[src/rtl/pcm_pkg.sv]
package pcm_pkg;
   typedef enum logic [2:0] {
      ST_IDLE  = 3'd0,
      ST_PRE   = 3'd1,
      ST_SENSE = 3'd2,
      ST_CAPT  = 3'd3,
      ST_PULSE = 3'd4,
      ST_DIS   = 3'd5
   } seq_state_t;
endpackage

[src/rtl/pcm_addr_decode.sv]
module pcm_addr_decode #(
   parameter int ROWS  = 256,
   parameter int GSIZE = 16,
   localparam int ROW_W = $clog2(ROWS),
   localparam int CSL_W = $clog2(GSIZE)
) (
   input  logic               row_on,
   input  logic               col_on,
   input  logic [ROW_W-1:0]   row_idx,
   input  logic [CSL_W-1:0]   col_idx,
   output logic [ROWS-1:0]    row_sel,
   output logic [GSIZE-1:0]   col_sel
);
   for (genvar r = 0; r < ROWS; r++) begin : g_row
      assign row_sel[r] = row_on && (row_idx == ROW_W'(r));
   end
   for (genvar k = 0; k < GSIZE; k++) begin : g_col
      assign col_sel[k] = col_on && (col_idx == CSL_W'(k));
   end
endmodule

[src/rtl/pcm_timer.sv]
module pcm_timer #(
   parameter int CNT_W = 4
) (
   input  logic             clk,
   input  logic             rst_n,
   input  logic             clr,
   input  logic [CNT_W-1:0] len,
   output logic [CNT_W-1:0] cnt,
   output logic             done
);
   always_ff @(posedge clk or negedge rst_n) begin
      if (!rst_n)   cnt <= '0;
      else if (clr) cnt <= '0;
      else          cnt <= cnt + 1'b1;
   end
   assign done = (cnt == len - 1'b1);
endmodule

[src/rtl/pcm_wdrive.sv]
module pcm_wdrive #(
   parameter int GROUPS  = 16,
   parameter int GSIZE   = 16,
   parameter int T_RESET = 3,
   parameter int CNT_W   = 4,
   localparam int COLS  = GROUPS * GSIZE,
   localparam int CSL_W = $clog2(GSIZE)
) (
   input  logic              clk,
   input  logic              rst_n,
   input  logic              active,
   input  logic              diff,
   input  logic [CSL_W-1:0]  col_idx,
   input  logic [GROUPS-1:0] wdata,
   input  logic [CNT_W-1:0]  cnt,
   output logic              any_set,
   output logic [COLS-1:0]   wr_en,
   output logic [COLS-1:0]   wr_lvl
);
   logic [GROUPS-1:0] lvl;

   for (genvar g = 0; g < GROUPS; g++) begin : g_grp
      if (g % 2 == 0) begin : g_true
         assign lvl[g] = diff ? wdata[g/2] : wdata[g];
      end else begin : g_comp
         assign lvl[g] = diff ? ~wdata[g/2] : wdata[g];
      end
      for (genvar k = 0; k < GSIZE; k++) begin : g_col
         logic hit;
         assign hit = active && (col_idx == CSL_W'(k))
                      && (lvl[g] || (cnt < CNT_W'(T_RESET)));
         assign wr_en[g*GSIZE+k]  = hit;
         assign wr_lvl[g*GSIZE+k] = hit && lvl[g];
      end
   end
   assign any_set = |lvl;

   AST_ONE_PER_GROUP: assert property (@(posedge clk) disable iff (!rst_n)
      $countones(wr_en) <= GROUPS);
   AST_LVL_ONLY_DRIVEN: assert property (@(posedge clk) disable iff (!rst_n)
      (wr_lvl & ~wr_en) == '0);
endmodule

[src/rtl/pcm_readcap.sv]
module pcm_readcap #(
   parameter int GROUPS = 16,
   localparam int HALF = GROUPS / 2
) (
   input  logic              clk,
   input  logic              rst_n,
   input  logic              cap,
   input  logic              diff,
   input  logic [GROUPS-1:0] sense,
   output logic [GROUPS-1:0] rd_data,
   output logic              rd_valid,
   output logic              pair_err
);
   logic [HALF-1:0] dval, mism;

   for (genvar j = 0; j < HALF; j++) begin : g_pair
      assign dval[j] = sense[2*j];
      assign mism[j] = (sense[2*j] == sense[2*j+1]);
   end

   always_ff @(posedge clk or negedge rst_n) begin
      if (!rst_n) begin
         rd_data  <= '0;
         rd_valid <= 1'b0;
         pair_err <= 1'b0;
      end else begin
         rd_valid <= cap;
         if (cap) begin
            rd_data <= diff ? {{(GROUPS-HALF){1'b0}}, dval} : sense;
            if (diff && |mism) pair_err <= 1'b1;
         end
      end
   end

   AST_VALID_ONE_CYCLE: assert property (@(posedge clk) disable iff (!rst_n)
      rd_valid |=> !rd_valid);
   AST_ERR_STICKY: assert property (@(posedge clk) disable iff (!rst_n)
      pair_err |=> pair_err);
endmodule

[src/rtl/pcm_seq.sv]
module pcm_seq
   import pcm_pkg::*;
#(
   parameter int ROWS      = 256,
   parameter int GROUPS    = 16,
   parameter int GSIZE     = 16,
   parameter int T_RESET   = 3,
   parameter int T_SET     = 8,
   parameter int T_PRE     = 2,
   parameter int T_SENSE   = 3,
   parameter int T_DIS     = 2,
   parameter int BUDGET    = 40,
   localparam int ROW_W   = $clog2(ROWS),
   localparam int CSL_W   = $clog2(GSIZE),
   localparam int ADDR_W  = ROW_W + CSL_W,
   localparam int COLS    = GROUPS * GSIZE,
   localparam int MAX_A   = (T_SET > T_PRE) ? T_SET : T_PRE,
   localparam int MAX_B   = (T_SENSE > T_DIS) ? T_SENSE : T_DIS,
   localparam int MAX_LEN = (MAX_A > MAX_B) ? MAX_A : MAX_B,
   localparam int CNT_W   = $clog2(MAX_LEN + 1)
) (
   input  logic              clk,
   input  logic              rst_n,
   input  logic              req_valid,
   output logic              req_ready,
   input  logic              req_write,
   input  logic              req_diff,
   input  logic [ADDR_W-1:0] req_addr,
   input  logic [GROUPS-1:0] req_wdata,
   input  logic [GROUPS-1:0] sense_in,
   output logic [ROWS-1:0]   row_sel,
   output logic [GSIZE-1:0]  col_sel,
   output logic [COLS-1:0]   wr_en,
   output logic [COLS-1:0]   wr_lvl,
   output logic              pre_en,
   output logic              dis_en,
   output logic [GROUPS-1:0] rd_data,
   output logic              rd_valid,
   output logic              pair_err
);
   if (T_SET <= T_RESET) begin : g_bad_pulse
      $error("SET pulse must be longer than RESET pulse");
   end
   if (T_SET > BUDGET) begin : g_bad_budget
      $error("SET pulse exceeds programming budget");
   end
   if (T_RESET < 1 || T_PRE < 1 || T_SENSE < 1 || T_DIS < 1) begin : g_bad_len
      $error("phase lengths must be at least one cycle");
   end
   if (GROUPS % 2 != 0) begin : g_bad_groups
      $error("differential mode needs an even group count");
   end

   seq_state_t        state, nxt;
   logic [ADDR_W-1:0] addr_q;
   logic [GROUPS-1:0] wdata_q;
   logic              diff_q, write_q;
   logic              take, done, any_set;
   logic [CNT_W-1:0]  cnt, len;

   assign req_ready = (state == ST_IDLE);
   assign take      = req_valid && req_ready;

   always_ff @(posedge clk or negedge rst_n) begin
      if (!rst_n) begin
         addr_q  <= '0;
         wdata_q <= '0;
         diff_q  <= 1'b0;
         write_q <= 1'b0;
      end else if (take) begin
         addr_q  <= req_addr;
         wdata_q <= req_wdata;
         diff_q  <= req_diff;
         write_q <= req_write;
      end
   end

   always_comb begin
      unique case (state)
         ST_PRE:   len = CNT_W'(T_PRE);
         ST_SENSE: len = CNT_W'(T_SENSE);
         ST_PULSE: len = any_set ? CNT_W'(T_SET) : CNT_W'(T_RESET);
         ST_DIS:   len = CNT_W'(T_DIS);
         default:  len = CNT_W'(1);
      endcase
   end

   always_comb begin
      nxt = state;
      unique case (state)
         ST_IDLE:  if (take) nxt = req_write ? ST_PULSE : ST_PRE;
         ST_PRE:   if (done) nxt = ST_SENSE;
         ST_SENSE: if (done) nxt = ST_CAPT;
         ST_CAPT:  nxt = ST_IDLE;
         ST_PULSE: if (done) nxt = ST_DIS;
         ST_DIS:   if (done) nxt = ST_IDLE;
         default:  nxt = ST_IDLE;
      endcase
   end

   always_ff @(posedge clk or negedge rst_n) begin
      if (!rst_n) state <= ST_IDLE;
      else        state <= nxt;
   end

   pcm_timer #(.CNT_W(CNT_W)) u_timer (
      .clk(clk), .rst_n(rst_n),
      .clr(state == ST_IDLE || nxt != state),
      .len(len), .cnt(cnt), .done(done)
   );

   pcm_addr_decode #(.ROWS(ROWS), .GSIZE(GSIZE)) u_dec (
      .row_on(state == ST_SENSE || state == ST_CAPT || state == ST_PULSE),
      .col_on(state == ST_PRE || state == ST_SENSE || state == ST_CAPT),
      .row_idx(addr_q[ROW_W-1:0]),
      .col_idx(addr_q[ADDR_W-1:ROW_W]),
      .row_sel(row_sel), .col_sel(col_sel)
   );

   pcm_wdrive #(.GROUPS(GROUPS), .GSIZE(GSIZE), .T_RESET(T_RESET),
                .CNT_W(CNT_W)) u_drv (
      .clk(clk), .rst_n(rst_n),
      .active(state == ST_PULSE), .diff(diff_q),
      .col_idx(addr_q[ADDR_W-1:ROW_W]), .wdata(wdata_q), .cnt(cnt),
      .any_set(any_set), .wr_en(wr_en), .wr_lvl(wr_lvl)
   );

   pcm_readcap #(.GROUPS(GROUPS)) u_cap (
      .clk(clk), .rst_n(rst_n),
      .cap(state == ST_CAPT), .diff(diff_q), .sense(sense_in),
      .rd_data(rd_data), .rd_valid(rd_valid), .pair_err(pair_err)
   );

   assign pre_en = (state == ST_PRE);
   assign dis_en = (state == ST_DIS);

   AST_ROW_ONEHOT: assert property (@(posedge clk) disable iff (!rst_n)
      $onehot0(row_sel) && $onehot0(col_sel));
   AST_PRE_DIS_EXCL: assert property (@(posedge clk) disable iff (!rst_n)
      !(pre_en && dis_en));
   AST_DIS_FOLLOWS_WR: assert property (@(posedge clk) disable iff (!rst_n)
      $rose(dis_en) |-> $past(wr_en != '0));
   AST_NO_WR_IN_READ: assert property (@(posedge clk) disable iff (!rst_n)
      (pre_en || col_sel != '0) |-> (wr_en == '0));
   AST_BUSY_NOT_READY: assert property (@(posedge clk) disable iff (!rst_n)
      (pre_en || dis_en || wr_en != '0) |-> !req_ready);
   AST_PRE_BEFORE_SENSE: assert property (@(posedge clk) disable iff (!rst_n)
      $fell(pre_en) |-> (row_sel != '0));
endmodule

[config.mk]
export PLATFORM = sky130hd
export DESIGN_NAME = pcm_seq
export DESIGN_NICKNAME = d
export VERILOG_FILES = /design/src/rtl/pcm_pkg.sv /design/src/rtl/pcm_addr_decode.sv /design/src/rtl/pcm_timer.sv /design/src/rtl/pcm_wdrive.sv /design/src/rtl/pcm_readcap.sv /design/src/rtl/pcm_seq.sv
export SDC_FILE = /design/constraint.sdc
export NUM_CORES = 1
export LEC_CHECK = 0
export CORE_AREA = 10 10 322 324
export CTS_BUF_LIST = sky130_fd_sc_hd__clkbuf_8
export DETAILED_ROUTE_END_ITERATION = 12
export DIE_AREA = 0 0 332 334
export PLACE_DENSITY = 0.31
export SYNTH_ARGS = -nofsm -noshare
export SYNTH_HDL_FRONTEND = slang
export SYNTH_SLANG_ARGS = --single-unit
export TNS_END_PERCENT = 5
[constraint.sdc]
create_clock -name clk -period 3.3 [get_ports clk]
set_input_delay 0.66 -clock clk [delete_from_list [all_inputs] [get_ports clk]]
set_output_delay 0.66 -clock clk [all_outputs]
set_load 0.05 [all_outputs]
==> flow_summary.yaml, run 1 <==
power_and_ir_drop:
  pwr_density_cell_nw_per_um2: 443
  switching_share: 0.629
  ir_drop_mv: 0.252
  intPower_mw: 4.02
  p_switching_mw: 6.82
  p_seq_frac: 0.129
  p_clk_frac: 0.044
  power_frac_comb: 0.827
  leakage_nw: 9.48
clock_network:
  cts_max_level: 2
  cts_tree: "built"
  cts_root_buffer: "clkbuf_8"
  clk_pin_slew_ns: 0.14
  clock_sinks: 54
  cts_made_buffers: 5
  ctsLongestPathBuffers: 2
  clk_latency_ns: 0.39
global_route:
  grt.total_usage: 0.158
  grt_overflow_total: 0
  antenna_found_initial: 16
  grt_pass1_vias: 11800
  grt_pass1_wl_um: 122000
  grt_max_degree: 33
logic_synthesis:
  synth.distinct_cells: 40
  yosys.area.top_type: "nor2_1"
  synth_nets: 1599
  synth_cells: 1548
  syn_area_um2: 8660
  synthTopCellsByCount: "nor2_1, buf_4, clkbuf_1"
  synth_top_area_frac: 0.345
  seq_area_frac_synth: 0.156
  async_flop_share: 1.00
  ys_seq_elements: 54
  synth-edff-count: 0
  synth_top_flop_cell: "dfrtp_1"
  synth_area_per_cell_um2: 5.60
  yosysWarnings: 0
  synth_area_leaders: "nor2_1, buf_4, dfrtp_1, clkbuf_1, mux2_2"
  synth_most_common_cell: "nor2_1"
routing:
  drtAntennaViolNets: 0
  routedWlPerCell_um: 27.5
  drc: 0
  wl_um: 93300
  dr.pass1.iters: 5
  drtIter0Drc: 690
  vias: 12100
  vias_per_cell: 3.56
job:
  maxCapViolations: 0
timing:
  fin_skew_ns: 0.0213
  setup_violations: 0
  rsz0062_at_grt: "yes"
  hold_violations: 0
  finalCritPeriodShare: 0.979
  max_freq_mhz: 309
  fin_setup_tns_ns: 0
  maxSlewHeadroom: 0.435
  slew_viol_final: 0
  tightest_slew_ns: 0.846
  min_period_ns: 3.23
placement:
  hpwl_um: 75500
  placed_area_um2: 24100
  portBuffers: 853
  gp_congestion: 0.795
setup_path:
  critPathCaptureType: "output port"
  critical_path.max_fanout: 32
  arrival_ns: 2.57
  critPathKind: "reg2out"
  cp.required_ns: 2.64
  startpoint_type: "register"
final_layout:
  layout-drive-gt1-share: 0.505
  fin_area_um2: 24500
  nNetsFinal: 2149
  area_growth_pct: 183
die:
  fp.dieH_um: 334
  rows: 115
  die_area_um2: 111000
  die_w_um: 332
  io_pins: 854
  start_util: 0.0888
  core_area_um2: 97600
worst_hold_path:
  hold_class: "in2async"
outcome:
  outcome: "finished clean"
stage by stage:
stage               utilization  hold WS [ns]  worst slack [ns]  power, mW  cells
finish                    0.251         0.324            0.0686       10.8   3389
global route              0.251         0.340           -0.0752       11.6   3387
CTS                       0.249         0.311            0.0224       11.0   3384
detailed placement        0.247         0.471            0.0930       10.4   3376
global placement          0.247         0.465           0.00927       10.4   3376
floorplan                     -         0.364             0.178       6.16   1548
logic make-up after synthesis:
logic type	Yosys count	synth area share
mux	45	0.0552
buf+inv	423	0.296
flops	54	0.156
compound gates	41	0.0276
xor+xnor	12	0.0121
fa+ha+maj	2	0.00289
simple gates	971	0.450
worst max-delay path, stage by stage, from the launching register on:
cell and delay, ns:
dfrtp_1 0.48, or3b_4 0.48, nor3b_1 0.22, buf_4 0.18, nand2_2 0.06, buf_6 0.23, nor2_2 0.26, buf_12 0.16
area by class of cell:
class,instances,area (um^2)
fillers,10500,73100
flip-flops and latches,54,1350
clock inverters,3,28.8
multi-input cells,1071,5160
diodes,3,7.51
well taps,1287,1610
repair buffers,953,16200
clock buffers,5,68.8
inverters,13,48.8
layout by cell type (no fill, tap or decap), types with 3 or more instances in the layout:
master             n
a21oi_1            4
nand2_1           51
dfrtp_1           52
nand2b_1          20
clkdlybuf4s50_1   67
nor2b_2            4
nand3_2            4
inv_1             12
buf_6              5
nand2_2           13
xnor2_1           11
nor4_1             6
mux2_2            22
mux2i_2           14
o21ai_0           26
nand3_1           27
clkbuf_8           5
nor3_1             7
diode_2            3
nor2b_1           22
buf_4            171
mux2i_1            8
nor2_4             4
buf_12           709
nor2_1           703
nor2_2            89
metal layers:
| metal | global-route usage | part of all wire |
|---|---|---|
| met1 | 0.164 | 0.35 |
| met2 | 0.298 | 0.54 |
| met3 | 0.0612 | 0.088 |
| met4 | 0.0321 | 0.022 |
| met5 | 0 | 0.0013 |
flip-flops by register name (all words and copies together) (netlist names):
name / count
addr_q: 12
diff_q: 1
state: 3
u_cap.pair_err: 1
u_cap.rd_data: 16
u_cap.rd_valid: 1
u_timer.cnt: 4
wdata_q: 16
repair_timing:
action	CTS	global route
resized for setup	58	52
hold buffers	0	0
setup buffers	0	2
endpoints found under the hold margin	0	0
setup endpoints to repair	551	300
pin swaps	0	1
gates cloned	0	0
path summary, 6_finish.rpt:
check / start / cells past startpoint / slack, ns / to
min: rst_n / 1 / 0.32 / addr_q[10]
max reg2reg: diff_q / 13 / 0.25 / state[2]
min in group clk: u_cap.rd_data[2] / 2 / 0.49 / u_cap.rd_data[2]
max: state[2] / 7 / 0.07 / wr_lvl[182]
min reg2reg: u_cap.rd_data[2] / 2 / 0.49 / u_cap.rd_data[2]
max in group asynchronous: rst_n / 2 / 2.28 / u_cap.rd_data[1]
power by group through the flow:
stage	registers, mW	logic [mW]	clock network, mW
2_1_floorplan	1.62	4.55	0
3_3_place_gp	1.37	8.99	0
3_5_place_dp	1.40	8.99	0
4_1_cts	1.39	9.11	0.528
5_1_grt	1.47	9.54	0.538
6_report	1.40	8.97	0.479
Power figures use the tool's default switching activity.
==> run 2: changes to the inputs <==
--- a/config.mk
+++ b/config.mk
@@ -5,11 +5,13 @@
 export SDC_FILE = /design/constraint.sdc
 export NUM_CORES = 1
 export LEC_CHECK = 0
-export CORE_AREA = 10 10 322 324
+export CORE_AREA = 10 10 327 329
 export CTS_BUF_LIST = sky130_fd_sc_hd__clkbuf_8
 export DETAILED_ROUTE_END_ITERATION = 12
-export DIE_AREA = 0 0 332 334
-export PLACE_DENSITY = 0.31
+export DIE_AREA = 0 0 337 339
+export DONT_BUFFER_PORTS = 1
+export PLACE_DENSITY = 0.3
+export SKIP_CTS_REPAIR_TIMING = 1
 export SYNTH_ARGS = -nofsm -noshare
 export SYNTH_HDL_FRONTEND = slang
 export SYNTH_SLANG_ARGS = --single-unit
==> flow_summary.yaml, run 2 (synthesized netlist as in run 1, its figures left out) <==
outcome:
  outcome: "finished clean"
placement:
  placed_area_um2: 14700
  hpwl_um: 59100
  portBuffers: 0
  gp_congestion: 0.783
setup_path:
  reg2reg_slack_ns: 0.24
  critPathKind: "reg2out"
  worstReg2RegEnd: "state[2]"
  critical_path.max_fanout: 32
  startpoint_type: "register"
  r2r_start: "diff_q"
  reg2reg_depth: 12
  arrival_ns: 2.54
  critPathCaptureType: "output port"
  cp.required_ns: 2.64
final_layout:
  top_regs: "u_cap.rd_data x16, wdata_q x16, addr_q x12"
  fillCellCount: 11700
  mostFrequentLayoutCells: "buf_4, nor2_1, dfrtp_1"
  area_growth_pct: 71.9
  fin_area_um2: 14900
  final_common_cell: "buf_4"
  fin_util: 0.149
  nNetsFinal: 2090
  layout-drive-gt1-share: 0.479
routing:
  wl_um: 73600
  drtAntennaViolNets: 0
  vias: 11300
  drtIter0Drc: 730
  vias_per_cell: 3.39
  routedWlPerCell_um: 22.0
  drc: 0
  dr.pass1.iters: 5
power_and_ir_drop:
  pwr_density_cell_nw_per_um2: 648
  leakage_nw: 7.41
  ir_drop_mv: 0.325
  total_power_mw: 9.66
clock_network:
  cts_root_buffer: "clkbuf_8"
  cts_tree: "built"
  cts_made_buffers: 5
  clock_sinks: 54
  clk_latency_ns: 0.37
  clk_pin_slew_ns: 0.12
  ctsLongestPathBuffers: 2
  cts_max_level: 2
die:
  core_area_um2: 99900
  io_pins: 854
  die_w_um: 337
  die_area_um2: 114000
  start_util: 0.0868
  rows: 116
  fp.dieH_um: 339
global_route:
  grt_pass1_vias: 11000
  grt_max_degree: 55
  grt_overflow_total: 0
  grt.total_usage: 0.119
  grt_pass1_wl_um: 97200
  antenna_found_initial: 20
timing:
  maxSlewHeadroom: 0.482
  fin_setup_tns_ns: 0
  setup_violations: 0
  min_period_ns: 3.20
  hold_slack_ns: 0.139
  tightest_slew_ns: 0.774
  fin_skew_ns: 0.0143
  slew_viol_final: 0
  hold_violations: 0
  rsz0062_at_grt: "yes"
  finalCritPeriodShare: 0.969
  max_freq_mhz: 313
worst_hold_path:
  hold_class: "in2async"
job:
  maxCapViolations: 0
-- run 2: changes by cell type in the layout (fill, tap and decap cells not counted), sizes merged --
cell / previous run / this run
clkinv: 3 / 2
clkdlybuf4s50: 67 / 0
clkbuf: 5 / 6
bufinv: 0 / 1
buf: 886 / 893
diode: 3 / 1
-- run 2: routing by layer --
layer,share of wire,up-vias,GRT usage
met3,0.075,55,0.0361
met2,0.53,488,0.222
met4,0.010,14,0.0156
met5,0.0012,-,0
met1,0.39,5383,0.133
li1,-,5391,-
-- run 2: report_power, final --
| group | leakage [nW] | total [mW] | switching [mW] | internal, mW |
|---|---|---|---|---|
| combinational | 6.69 | 7.30 | 5.23 | 2.07 |
| clock | 0.0587 | 0.528 | 0.297 | 0.231 |
| sequential | 0.653 | 1.83 | 0.845 | 0.981 |
-- run 2: per-stage QoR --
stage	setup slack, ns	std cells
after floorplan	0.178	1548
after global placement	0.122	3327
after detailed placement	0.265	3327
after CTS	-0.134	3335
after global routing	-0.0947	3339
final	0.101	3339
-- run 2: critical path, stage by stage, from the launching register on --
cell	delay [ns]
dfrtp_1	0.39
or3b_2	0.60
nor3b_2	0.26
buf_4	0.17
nand2_2	0.05
buf_6	0.21
nor2_1	0.19
buf_4	0.22
-- run 2: final cells by class --
type	count	area, um^2	share of cell area
repair buffers	894	6790	0.456
multi-input cells	1071	4960	0.333
well taps	1298	1620	0.109
flip-flops and latches	54	1350	0.0908
clock buffers	5	68.8	0.00462
inverters	13	48.8	0.00328
clock inverters	3	47.5	0.00319
diodes	1	2.50	0.000168
-- run 2: worst max-delay path by stage --
| stage | startpoint | to | slack (ns) | depth (start not counted) |
|---|---|---|---|---|
| detailed placement | wdata_q[0] | state[2] | 0.27 | 12 |
| floorplan | state[0] | row_sel[101] | 0.18 | 7 |
| finish | state[1] | wr_en[164] | 0.10 | 7 |
| global route | state[1] | row_sel[46] | -0.09 | 6 |
| CTS | diff_q | wr_en[204] | -0.13 | 6 |
| global placement | wdata_q[8] | state[2] | 0.12 | 13 |
==> run 3: changes to the inputs <==
--- a/config.mk
+++ b/config.mk
@@ -12,6 +12,7 @@
 export DONT_BUFFER_PORTS = 1
 export PLACE_DENSITY = 0.3
 export SKIP_CTS_REPAIR_TIMING = 1
+export SKIP_LAST_GASP = 1
 export SYNTH_ARGS = -nofsm -noshare
 export SYNTH_HDL_FRONTEND = slang
 export SYNTH_SLANG_ARGS = --single-unit
==> flow_summary.yaml, run 3 (synthesized netlist as in run 1, its figures left out) <==
placement:
  portBuffers: 0
  gp_congestion: 0.783
  hpwl_um: 59100
  pre_cts_ws_ns: 0.265
  dp_cells: 3327
  placed_area_um2: 14700
setup_path:
  endpoint: "row_sel[223]"
  startpoint_type: "register"
  crit_start: "state[1]"
  critPathCaptureType: "output port"
  worstReg2RegEnd: "state[2]"
  reg2reg_depth: 12
  cpMaxStageDelayCell: "or3b_2"
  worstPathCellList: "or3b_2 > nand2_1 > buf_4 > nand2b_1 > nor2_1 > buf_4"
  arrival_ns: 2.58
  cp.required_ns: 2.64
  critical_path.max_fanout: 18
  critPathKind: "reg2out"
  path_common_cell: "buf_4"
  max_stage_delay_ns: 0.60
  r2r_start: "diff_q"
  reg2reg_slack_ns: 0.25
final_layout:
  top_regs: "u_cap.rd_data x16, wdata_q x16, addr_q x12"
  layout-drive-gt1-share: 0.478
  fin_util: 0.149
  area_growth_pct: 71.6
  nNetsFinal: 2090
  mostFrequentLayoutCells: "buf_4, nor2_1, dfrtp_1"
  fin_area_um2: 14900
  stdcell_count: 3339
  final_common_cell: "buf_4"
job:
  maxCapViolations: 0
timing:
  fin_ws_ns: 0.0599
  tightest_slew_ns: 0.784
  max_freq_mhz: 309
  slew_viol_final: 0
  maxSlewHeadroom: 0.476
  hold_violations: 0
  rsz0062_at_grt: "yes"
  setup_violations: 0
  finalCritPeriodShare: 0.982
  fin_skew_ns: 0.0139
  min_period_ns: 3.24
worst_hold_path:
  hold_class: "in2async"
die:
  die_w_um: 337
  rows: 116
  start_util: 0.0868
  io_pins: 854
  fp.dieH_um: 339
  core_area_um2: 99900
  die_area_um2: 114000
routing:
  routedWlPerCell_um: 22.0
  wl_um: 73500
  drtAntennaViolNets: 0
  dr.pass1.iters: 5
  drc: 0
  drtIter0Drc: 714
  vias_per_cell: 3.38
  vias: 11300
clock_network:
  cts_max_level: 2
  ctsLongestPathBuffers: 2
  cts_tree: "built"
  clock_sinks: 54
  clk_latency_ns: 0.37
  clk_pin_slew_ns: 0.12
  cts_root_buffer: "clkbuf_8"
  cts_made_buffers: 5
global_route:
  grt_overflow_total: 0
  grt_max_degree: 55
  grt_pass1_vias: 11000
  antenna_found_initial: 20
  grt.total_usage: 0.119
  grt_pass1_wl_um: 97200
power_and_ir_drop:
  pwr_density_cell_nw_per_um2: 648
  ir_drop_mv: 0.317
  total_power_mw: 9.63
  leakage_nw: 7.40
outcome:
  outcome: "finished clean"
run 3: cell type report:
class	count	area, um^2
antenna	1	2.50
clock buffer	5	68.8
clock inverter	3	47.5
fill	11700	85000
inverter	13	48.8
multi-input combinational	1071	4940
sequential	54	1350
tap	1298	1620
timing repair buffer	894	6770
run 3: how the worst min path moves through the flow:
stage | end | slack [ns] | depth (start not counted)
after floorplan | addr_q[0] | 0.36 | 0
after CTS | addr_q[10] | -0.09 | 0
after global routing | addr_q[11] | 0.12 | 1
after global placement | addr_q[10] | 0.37 | 0
final | addr_q[11] | 0.14 | 1
after detailed placement | addr_q[11] | 0.37 | 0
run 3: per-stage QoR:
stage	setup TNS [ns]	hold WS, ns
final	0	0.140
after global routing	-12.71	0.117
after CTS	-11.24	-0.0908
after detailed placement	0	0.369
after global placement	0	0.369
after floorplan	0	0.364
run 3: layer usage:
metal	vias up	track usage	wire length, um
met5	-	0	89
met4	14	0.0156	758
met3	55	0.0361	5320
met2	472	0.222	38600
met1	5360	0.133	28700
li1	5394	-	-
run 3: power breakdown:
part / total [mW] / internal [mW] / switching, mW / leakage, nW
sequential: 1.82 / 0.981 / 0.839 / 0.653
combinational: 7.28 / 2.06 / 5.21 / 6.69
clock: 0.528 / 0.231 / 0.297 / 0.0587
run 3: critical path: cells and delay by family (launching register included):
kind,cells,cell delay (ns)
buffers and inverters,2,0.48
DFF,1,0.39
and+or+nand+nor,4,1.33
